$ cat src/rtl/intc_pkg.sv
// Shared constants and types for the queued-tick interrupt controller.
// Assumes a fixed source count; the timer source index is decoded by the
// status register, so it is kept here as the single point of truth.
package intc_pkg;
    localparam int NSRC     = 32;
    localparam int TMR0_SRC = 9;
    localparam int TMR1_SRC = 10;

    typedef enum logic {
        SEL_STATUS = 1'b0,
        SEL_ENABLE = 1'b1
    } reg_sel_e;
endpackage

$ cat src/rtl/intc_strobe.sv
// Free-running divider producing a one-cycle pulse every RATIO cycles.
// Assumes RATIO >= 1. The pulse is high in the last count of each period,
// so the first pulse falls in the cycle that completes RATIO cycles after reset.
module intc_strobe #(
    parameter int RATIO = 4
) (
    input  logic clk,
    input  logic rst_n,
    output logic pulse
);
    localparam int CW = (RATIO > 1) ? $clog2(RATIO) : 1;
    localparam logic [CW-1:0] LAST = CW'(RATIO - 1);

    logic [CW-1:0] cnt_q;

    // Period counter: wraps to zero after its last count.
    always_ff @(posedge clk) begin
        if (!rst_n)
            cnt_q <= '0;
        else if (cnt_q == LAST)
            cnt_q <= '0;
        else
            cnt_q <= cnt_q + 1'b1;
    end

    assign pulse = (cnt_q == LAST);

    generate
        if (RATIO > 1) begin : g_gap_chk
            // a pulse is never followed directly by another one.
            p_pulse_gap_r5: assert property (@(posedge clk) disable iff (!rst_n)
                pulse |=> !pulse);
        end
    endgenerate
endmodule

$ cat src/rtl/intc_tick_queue.sv
// Saturating count of timer ticks that have not yet been acknowledged.
// Assumes tick and ack are single-cycle pulses; an ack at zero is dropped.
module intc_tick_queue #(
    parameter int PEND_W = 8
) (
    input  logic clk,
    input  logic rst_n,
    input  logic tick,
    input  logic ack,
    output logic pend_any
);
    localparam logic [PEND_W-1:0] PMAX = '1;

    logic [PEND_W-1:0] pend_q;
    logic [PEND_W-1:0] pend_d;
    logic              dec;

    // Next count: ack removes one if any, tick adds one unless at ceiling.
    always_comb begin
        dec = ack && (pend_q != '0);
        unique case ({tick, dec})
            2'b10:   pend_d = (pend_q == PMAX) ? pend_q : pend_q + 1'b1;
            2'b01:   pend_d = pend_q - 1'b1;
            default: pend_d = pend_q;
        endcase
    end

    // Pending count register.
    always_ff @(posedge clk) begin
        if (!rst_n)
            pend_q <= '0;
        else
            pend_q <= pend_d;
    end

    assign pend_any = (pend_q != '0);

    // the ceiling holds when only a tick arrives.
    p_no_overflow_r6: assert property (@(posedge clk) disable iff (!rst_n)
        (tick && !ack && pend_q == PMAX) |=> (pend_q == PMAX));

    // a lone acknowledge removes exactly one tick.
    p_ack_takes_one_r8: assert property (@(posedge clk) disable iff (!rst_n)
        (ack && !tick && pend_q != '0) |=> (pend_q == $past(pend_q) - 1'b1));

    // an acknowledge at zero does not underflow.
    p_ack_at_zero_r8: assert property (@(posedge clk) disable iff (!rst_n)
        (ack && !tick && pend_q == '0) |=> (pend_q == '0));

    // a lone tick below the ceiling adds one.
    p_tick_adds_r5: assert property (@(posedge clk) disable iff (!rst_n)
        (tick && !ack && pend_q != PMAX) |=> (pend_q == $past(pend_q) + 1'b1));
endmodule

$ cat src/rtl/intc_status.sv
// Status and enable words, timer flag, and the combined interrupt.
// Assumes set/clear inputs are pulses. The timer source bit is rebuilt on each
// evaluation strobe and cleared by its acknowledge; external sets to it are dropped.
module intc_status
    import intc_pkg::*;
(
    input  logic            clk,
    input  logic            rst_n,
    input  logic [NSRC-1:0] set_req,
    input  logic [NSRC-1:0] clr_req,
    input  logic            eval,
    input  logic            tmr0_en,
    input  logic            pend_any,
    input  logic            en_wr,
    input  logic [NSRC-1:0] en_wdata,
    output logic [NSRC-1:0] status_q,
    output logic [NSRC-1:0] enable_q,
    output logic            tmr0_flag,
    output logic            irq
);
    localparam logic [NSRC-1:0] TMR_MASK = NSRC'(1) << TMR0_SRC;

    logic [NSRC-1:0] status_d;
    logic            tmr_lvl;
    logic [NSRC-1:0] set_ext;

    assign tmr_lvl = tmr0_en && pend_any;
    assign set_ext = set_req & ~TMR_MASK;

    // Per-bit next state: the timer bit follows the strobe, the others set/clear.
    generate
        for (genvar g = 0; g < NSRC; g++) begin : g_bit
            if (g == TMR0_SRC) begin : g_tmr
                assign status_d[g] = eval        ? tmr_lvl :
                                     clr_req[g]  ? 1'b0    : status_q[g];
            end else begin : g_src
                assign status_d[g] = set_req[g]  ? 1'b1 :
                                     clr_req[g]  ? 1'b0 : status_q[g];
            end
        end
    endgenerate

    // Status word register.
    always_ff @(posedge clk) begin
        if (!rst_n)
            status_q <= '0;
        else
            status_q <= status_d;
    end

    // Enable word register, loaded from the register port.
    always_ff @(posedge clk) begin
        if (!rst_n)
            enable_q <= '0;
        else if (en_wr)
            enable_q <= en_wdata;
    end

    // Timer flag, refreshed only on evaluation strobes.
    always_ff @(posedge clk) begin
        if (!rst_n)
            tmr0_flag <= 1'b0;
        else if (eval)
            tmr0_flag <= tmr_lvl;
    end

    assign irq = |(status_q & enable_q);

    // set pulses on ordinary sources always land.
    p_set_wins_r2: assert property (@(posedge clk) disable iff (!rst_n)
        (|set_ext) |=> ((status_q & $past(set_ext)) == $past(set_ext)));

    // an enable write is visible at the next edge.
    p_en_write_r4: assert property (@(posedge clk) disable iff (!rst_n)
        en_wr |=> (enable_q == $past(en_wdata)));

    // the timer flag is held between strobes.
    p_flag_hold_r7: assert property (@(posedge clk) disable iff (!rst_n)
        !eval |=> $stable(tmr0_flag));

    // after a strobe the timer status bit and the flag agree.
    p_flag_bit_agree_r7: assert property (@(posedge clk) disable iff (!rst_n)
        eval |=> (status_q[TMR0_SRC] == tmr0_flag));

    // an acknowledge outside a strobe clears the timer bit.
    p_ack_clears_r8: assert property (@(posedge clk) disable iff (!rst_n)
        (clr_req[TMR0_SRC] && !eval) |=> !status_q[TMR0_SRC]);

    // a set pulse cannot raise the timer bit outside a strobe.
    p_tmr_set_ignored_r9: assert property (@(posedge clk) disable iff (!rst_n)
        (set_req[TMR0_SRC] && !eval && !status_q[TMR0_SRC]) |=> !status_q[TMR0_SRC]);
endmodule

$ cat src/rtl/tick_queue_intc.sv
// Top of the queued-tick interrupt controller: two strobe dividers (timer tick
// and evaluation), the pending-tick queue and the status/enable block.
// Assumes CLK_HZ is a multiple of TICK_HZ and at least TICK_HZ.
module tick_queue_intc
    import intc_pkg::*;
#(
    parameter int CLK_HZ   = 50_000_000,
    parameter int TICK_HZ  = 100,
    parameter int EVAL_DIV = 16,
    parameter int PEND_W   = 8
) (
    input  logic        clk,
    input  logic        rst_n,
    input  logic [31:0] src_set,
    input  logic [31:0] src_clr,
    input  logic        reg_wr,
    input  logic        reg_sel,
    input  logic [31:0] reg_wdata,
    output logic [31:0] reg_rdata,
    input  logic        tmr0_en,
    output logic        tmr0_flag,
    output logic        cpu_irq
);
    localparam int TICK_DIV = CLK_HZ / TICK_HZ;

    logic            tick;
    logic            eval;
    logic            pend_any;
    logic            en_wr;
    reg_sel_e        sel;
    logic [NSRC-1:0] status_q;
    logic [NSRC-1:0] enable_q;

    assign sel   = reg_sel_e'(reg_sel);
    assign en_wr = reg_wr && (sel == SEL_ENABLE);

    intc_strobe #(.RATIO(TICK_DIV)) i_tick_div (
        .clk   (clk),
        .rst_n (rst_n),
        .pulse (tick)
    );

    intc_strobe #(.RATIO(EVAL_DIV)) i_eval_div (
        .clk   (clk),
        .rst_n (rst_n),
        .pulse (eval)
    );

    intc_tick_queue #(.PEND_W(PEND_W)) i_queue (
        .clk      (clk),
        .rst_n    (rst_n),
        .tick     (tick),
        .ack      (src_clr[TMR0_SRC]),
        .pend_any (pend_any)
    );

    intc_status i_status (
        .clk       (clk),
        .rst_n     (rst_n),
        .set_req   (src_set),
        .clr_req   (src_clr),
        .eval      (eval),
        .tmr0_en   (tmr0_en),
        .pend_any  (pend_any),
        .en_wr     (en_wr),
        .en_wdata  (reg_wdata),
        .status_q  (status_q),
        .enable_q  (enable_q),
        .tmr0_flag (tmr0_flag),
        .irq       (cpu_irq)
    );

    // Read mux for the register port.
    always_comb begin
        unique case (sel)
            SEL_ENABLE: reg_rdata = enable_q;
            default:    reg_rdata = status_q;
        endcase
    end

    // with nothing enabled the CPU line stays low.
    p_masked_low_r3: assert property (@(posedge clk) disable iff (!rst_n)
        (enable_q == '0) |-> !cpu_irq);
endmodule

$ cat config.mk
export PLATFORM = sky130hd
export DESIGN_NAME = tick_queue_intc
export DESIGN_NICKNAME = d
export VERILOG_FILES = /design/src/rtl/intc_pkg.sv /design/src/rtl/intc_strobe.sv /design/src/rtl/intc_tick_queue.sv /design/src/rtl/intc_status.sv /design/src/rtl/tick_queue_intc.sv
export SDC_FILE = /design/constraint.sdc
export NUM_CORES = 1
export LEC_CHECK = 0
export BUFFER_PORTS_ARGS = -buffer_cell sky130_fd_sc_hd__buf_4
export CORE_MARGIN = 5
export CORE_UTILIZATION = 35
export CTS_BUF_LIST = sky130_fd_sc_hd__clkbuf_16
export DETAILED_ROUTE_END_ITERATION = 10
export PLACE_DENSITY = 0.63
export SETUP_SLACK_MARGIN = 0.1
export SLEW_MARGIN = 20
export SYNTH_ARGS = -nofsm -noshare
export SYNTH_HDL_FRONTEND = slang
export SYNTH_SLANG_ARGS = --single-unit
$ cat constraint.sdc
create_clock -name clk -period 7.4 [get_ports clk]
set_input_delay 1.85 -clock clk [delete_from_list [all_inputs] [get_ports clk]]
set_output_delay 1.85 -clock clk [all_outputs]
set_load 0.1 [all_outputs]
---- After elaboration in Yosys (flattened, before gate mapping) ----
Cells that the tools add are included.
cells by class
  add/subtract/negate cells ............... 4
  equality and inequality tests ........... 6
  muxes and demuxes ....................... 67
  bitwise gates (word level) .............. 2
  reduce and logical (&&, ||, !) cells .... 41
operator list
  cell                     count
  $reduce_bool A2 Y1       33
  $mux W1                  64
  $and A32 B32 Y32         1
  $mux W32                 1
  $reduce_or A32 Y1        1
  $add A19 B1 Y19 const B  1
  $eq A19 B19 Y1 const B   1
  $pmux W8 S2              1
  $add A8 B1 Y8 const B    1
  $eq A8 B8 Y1 const B     1
  $mux W8                  1
  $reduce_bool A8 Y1       1
  $sub A8 B1 Y8 const B    1
  $add A4 B1 Y4 const B    1
  $eq A4 B4 Y1 const B     1
  $reduce_or A2 Y1         2
  $logic_and A1 B1 Y1      3
  $eq A2 B1 Y1 const B     1
  $eq A2 B2 Y1 const B     1
  $ne A2 B2 Y1 const B     1
  $reduce_and A2 Y1        1
  $not A1 Y1               1
storage, ports and cells
  flip-flop bits (word level) ............. 96
  input port bits ......................... 101
  output and inout port bits .............. 34
  word-level logic and storage cells ...... 157

---- Logic depth before layout (Yosys ltp) ----
  depth in word-level cells ............... 5
  gate-level depth with buffers ........... 10

---- Cells and area by module ----
From an unflattened synthesis, not the netlist that was laid out.
second synthesis, totals
  cells, all modules ...................... 455
  area, all modules ....................... 4773.3 µm²
by module, submodules not included
  module                    times used  cells each  area an instance (µm²)  sequential area each (µm²)
  intc_status               1           229         2502.4                  1301.2
  intc_strobe (i_tick_div)  1           98          888.4                   380.4
  intc_tick_queue           1           75          666.9                   160.2
  tick_queue_intc           1           37          546.8                   0.0
  intc_strobe (i_eval_div)  1           16          168.9                   80.1

---- Worst setup path after synthesis ----
Ideal clock, no wire load.
  kind .................................... in2out
  start point ............................. in reg_sel
  end point ............................... out reg_rdata[10]
  data arrival time ....................... 2995 ps
  required time ........................... 5550 ps
  slack ................................... 2555 ps
  stages .................................. 3
  path buffers ............................ 2
  cells stage by stage .................... clkbuf_1 > clkbuf_1 > mux2_2
on the way
  cells in the longest elaborated chain, start to end .. 1
RTL lines
  item         RTL line               source
  from (decl)  tick_queue_intc.sv:17  input logic reg_sel,
  $mux W32     tick_queue_intc.sv:75  unique case (sel)
  to (decl)    tick_queue_intc.sv:19  output logic [31:0] reg_rdata,
No other way between the ends.

---- Final worst setup path ----
  start point ............................. in reg_sel
  end point ............................... out reg_rdata[22]
Same word-level chain as after synthesis.

==> impl_summary.txt <==
----------------------------------------------------
[Drt]
  Vias/cell ... 4.87
  Uppermost layer routed ... met4
  Count of unresolved DRC violations after routing ... 0
  Met1 layer wirelength in the final routing ... 5400 um
  Number of DRC violations after detailed-routing iteration 0 ... 244
  Post-detailed-route count of antenna-violating nets ... 0
  Met3 wire length ... 753 um
  1st-pass router iterations ... 5
  DRT Wirelength ... 11700 um
  Vias post-DR ... 3892
  Routed wire per std cell ... 14.6 um
  Length of routed met2 wiring ... 5430 um

[Logic synthesis]
  Syn Inst Count ... 498
  Sequential element share of the synthesized area ... 0.427
  Yosys synthesis warning count ... 0
  Top_reg_cell synth ... dfxtp_1
  Number of nets produced by synthesis ... 608
  Count of cell types in the netlist ... 42
  Share of flip-flops with an asynchronous set or reset after synthesis ... 0
  Post-synth EDFFs ... 0
  Avg Cell Area, Syn ... 9.05 um^2
  Mapped Area ... 4510 um^2
  Synth Register Bits ... 96

[Global route]
  Overflow after GRT ... 0
  GRT Overall Usage ... 0.151
  Initial antenna violation count ... 0
  Vias in the first global route ... 3829
  Global-route wire length before repair ... 18300 um
  Pin count of the biggest net entering global routing ... 88

[Clock network]
  Clk sink count ... 96
  Setup bufs post-CTS ... 0
  Number of gates resized after cts ... 0
  CTS tree ... done
  Number of buffers between clock root and the deepest sink ... 2
  Number of CTS-inserted buffers ... 9
  Root Driver ... clkbuf_16
  Post-CTS clock slew at the launch and capture registers of the worst setup and hold paths ... 0.06 ns
  Insertion delay to the later sink of the worst-skew pair ... 0.33 ns
  CTS H-tree lvls ... 3
  Hold-fix buffers, CTS ... 0

[Worst setup path]
  RR Endpoint ... i_queue.pend_q[7]
  Startpoint of the worst-slack reg-to-reg timing path ... i_tick_div.cnt_q[0]
  Class of the most critical setup path ... input port to output pin
  Destination of the critical timing path ... reg_rdata[22]
  Data arrival time at the worst-slack endpoint ... 2.89 ns
  Kind of start point of the critical path ... input port
  Required time worst endpoint ... 5.55 ns
  Kind of end point of the critical path ... output pin
  Worst reg2reg setup slack ... 4.22 ns
  Crit. Startpoint ... reg_sel
  Top fanout value on the critical path ... 34
  Number of cells on the worst reg-to-reg path ... 10

[Floorplan]
  Initial cell density of the core ... 0.357
  DIE AREA ... 15200 um^2
  Std cell rows ... 41
  Die W ... 123 um
  I/O Pins ... 135
  Placeable core region ... 12600 um^2
  Die Span Y ... 123 um

[Timing]
  Period utilization ... 0.640
  Unrepaired setup endpoints after global routing ... false
  Endpoints failing setup ... 0
  Total count of hold-check failures in the final report ... 0
  Tmin final ... 4.74 ns
  Setup TNS ... 0 ns
  Number of slew-limit violations in the final report ... 0
  Worst relative slew slack ... 0.315
  Hold slack final ... 0.467 ns
  Measured slew at the worst slew-check pin ... 1.03 ns
  Final Skew ... 0.00268 ns
  Fmax ... 0.211 GHz

[Power]
  Post-layout total power ... 0.00151 W
  Maximum resistive drop on vdd ... 0.104 mV
  Power per standard cell area ... 254 nW/um^2
  Static power due to leakage ... 2.48 nW

[Flow run]
  Count of max-cap constraint violations ... 0

[Placement]
  Number of placed instances with taps included ... 783
  DPL Wire Length ... 8870 um
  Input/output buffers ... 133
  Final weighted congestion in routability-driven placement ... 0.827

[Layout]
  Number of cells in the finished layout apart from fillers ... 799
  Fraction of final layout cells with drive strength greater than 1 ... 0.295
  Area delta synth->final ... 31.8%
  Multi-input combinational cell area ... 2480 um^2
  Sequential cell area ... 1920 um^2
  Post-route core utilization ... 0.471
  Number of antenna diodes ... 0
  Fill cell total of the finished layout ... 1215
  Total Nets Final ... 732

[Run status]
  Run status ... completed

[Min path]
  Hold Crit Class ... flip-flop to flip-flop

----------------------------------------------------
per-layer routing:
| metal | global-route usage | up-vias |
|---|---|---|
| met3 | 0.0343 | 10 |
| met2 | 0.264 | 108 |
| met5 | 0 | - |
| met4 | 0.0353 | 0 |
| li1 | - | 1995 |
| met1 | 0.189 | 1779 |
placed cells by master, fill, tap and decap left out, types with 2 or more instances in the layout:
| cell type | count |
|---|---|
| a21boi_0 | 34 |
| a21oi_1 | 9 |
| a22oi_1 | 16 |
| and2_1 | 6 |
| and3_1 | 8 |
| and4bb_2 | 2 |
| buf_4 | 134 |
| clkbuf_16 | 9 |
| clkinv_1 | 3 |
| dfxtp_1 | 96 |
| ha_1 | 8 |
| inv_1 | 7 |
| mux2_2 | 33 |
| mux2i_1 | 5 |
| nand2_1 | 81 |
| nand2b_1 | 2 |
| nand3_1 | 15 |
| nand4_1 | 10 |
| nor2_1 | 23 |
| nor2b_1 | 34 |
| nor3_1 | 4 |
| nor3b_1 | 3 |
| nor4_1 | 4 |
| o21a_1 | 31 |
| o21ai_0 | 10 |
| or4_1 | 2 |
| xnor2_1 | 10 |
| xor2_1 | 8 |
through the flow:
stage	cell area [um^2]	setup slack, ns
2_1_floorplan	4510	2.55
3_3_place_gp	5650	2.67
4_1_cts	5930	2.66
6_report	5940	2.66
5_1_grt	5940	2.64
3_5_place_dp	5650	2.67
synthesized netlist by cell type (all sizes together), types with 2 or more instances:
cell / instances / share of area
a21boi: 35 / 0.058
a21oi: 9 / 0.010
a22oi: 16 / 0.027
and2: 6 / 0.0083
and3: 8 / 0.011
and4bb: 2 / 0.0056
clkbuf: 21 / 0.017
dfxtp: 96 / 0.43
ha: 8 / 0.022
inv: 7 / 0.0058
mux2: 33 / 0.082
mux2i: 5 / 0.011
nand2: 81 / 0.067
nand2b: 2 / 0.0028
nand3: 15 / 0.017
nand4: 10 / 0.014
nor2: 24 / 0.021
nor2b: 34 / 0.047
nor3: 4 / 0.0044
nor3b: 3 / 0.0050
nor4: 5 / 0.010
o21a: 31 / 0.052
o21ai: 12 / 0.013
or4: 2 / 0.0033
xnor2: 10 / 0.019
xor2: 8 / 0.016
power breakdown:
group	total [W]	internal (W)	switching, W
clock	0.000444	0.000258	0.000186
sequential	0.000599	0.000559	0.0000408
combinational	0.000465	0.000187	0.000278
total	0.00151	0.00100	0.000504
registers in the layout, indices dropped and copies added, names as in the netlist:
| signal | count |
|---|---|
| i_tick_div.cnt_q | 19 |
| i_status.status_q | 32 |
| i_status.enable_q | 32 |
| i_eval_div.cnt_q | 4 |
| i_queue.pend_q | 8 |
| i_status.tmr0_flag | 1 |
how the worst min path moves through the flow:
stage                             start                   to  slack [ns]  cells after the start
floorplan           i_eval_div.cnt_q[0]  i_eval_div.cnt_q[0]        0.43                      1
CTS                 i_eval_div.cnt_q[0]  i_eval_div.cnt_q[0]        0.47                      1
detailed placement  i_eval_div.cnt_q[0]  i_eval_div.cnt_q[0]        0.46                      1
finish              i_eval_div.cnt_q[0]  i_eval_div.cnt_q[0]        0.47                      1
global placement    i_eval_div.cnt_q[0]  i_eval_div.cnt_q[0]        0.44                      1
global route        i_eval_div.cnt_q[0]  i_eval_div.cnt_q[0]        0.50                      1
logic make-up (layout without fill, tap and decap cells):
group                    after synthesis  count (layout)  synth area share
AO/OA/AOI/OAI                        107             107             0.167
XOR/XNOR                              18              18            0.0350
adder cells (fa/ha/maj)                9               9            0.0267
buffers and inverters                 28             157            0.0233
flip-flops                            96              96             0.427
multiplexers                          38              38            0.0936
AND/OR/NAND/NOR                      202             202             0.228
critical path, cell delays in order:
cell and delay, ns:
buf_4 0.37, mux2_2 0.40, buf_4 0.24
final cells by class:
cell class                      instances  area share
Clock buffer                            9      0.0379
Clock inverter                          7      0.0103
Inverter                                7     0.00442
Multi-Input combinational cell        374       0.418
Sequential cell                        96       0.324
Tap cell                              172      0.0362
Timing Repair Buffer                  134       0.169
(Power assumes the default switching activity.)
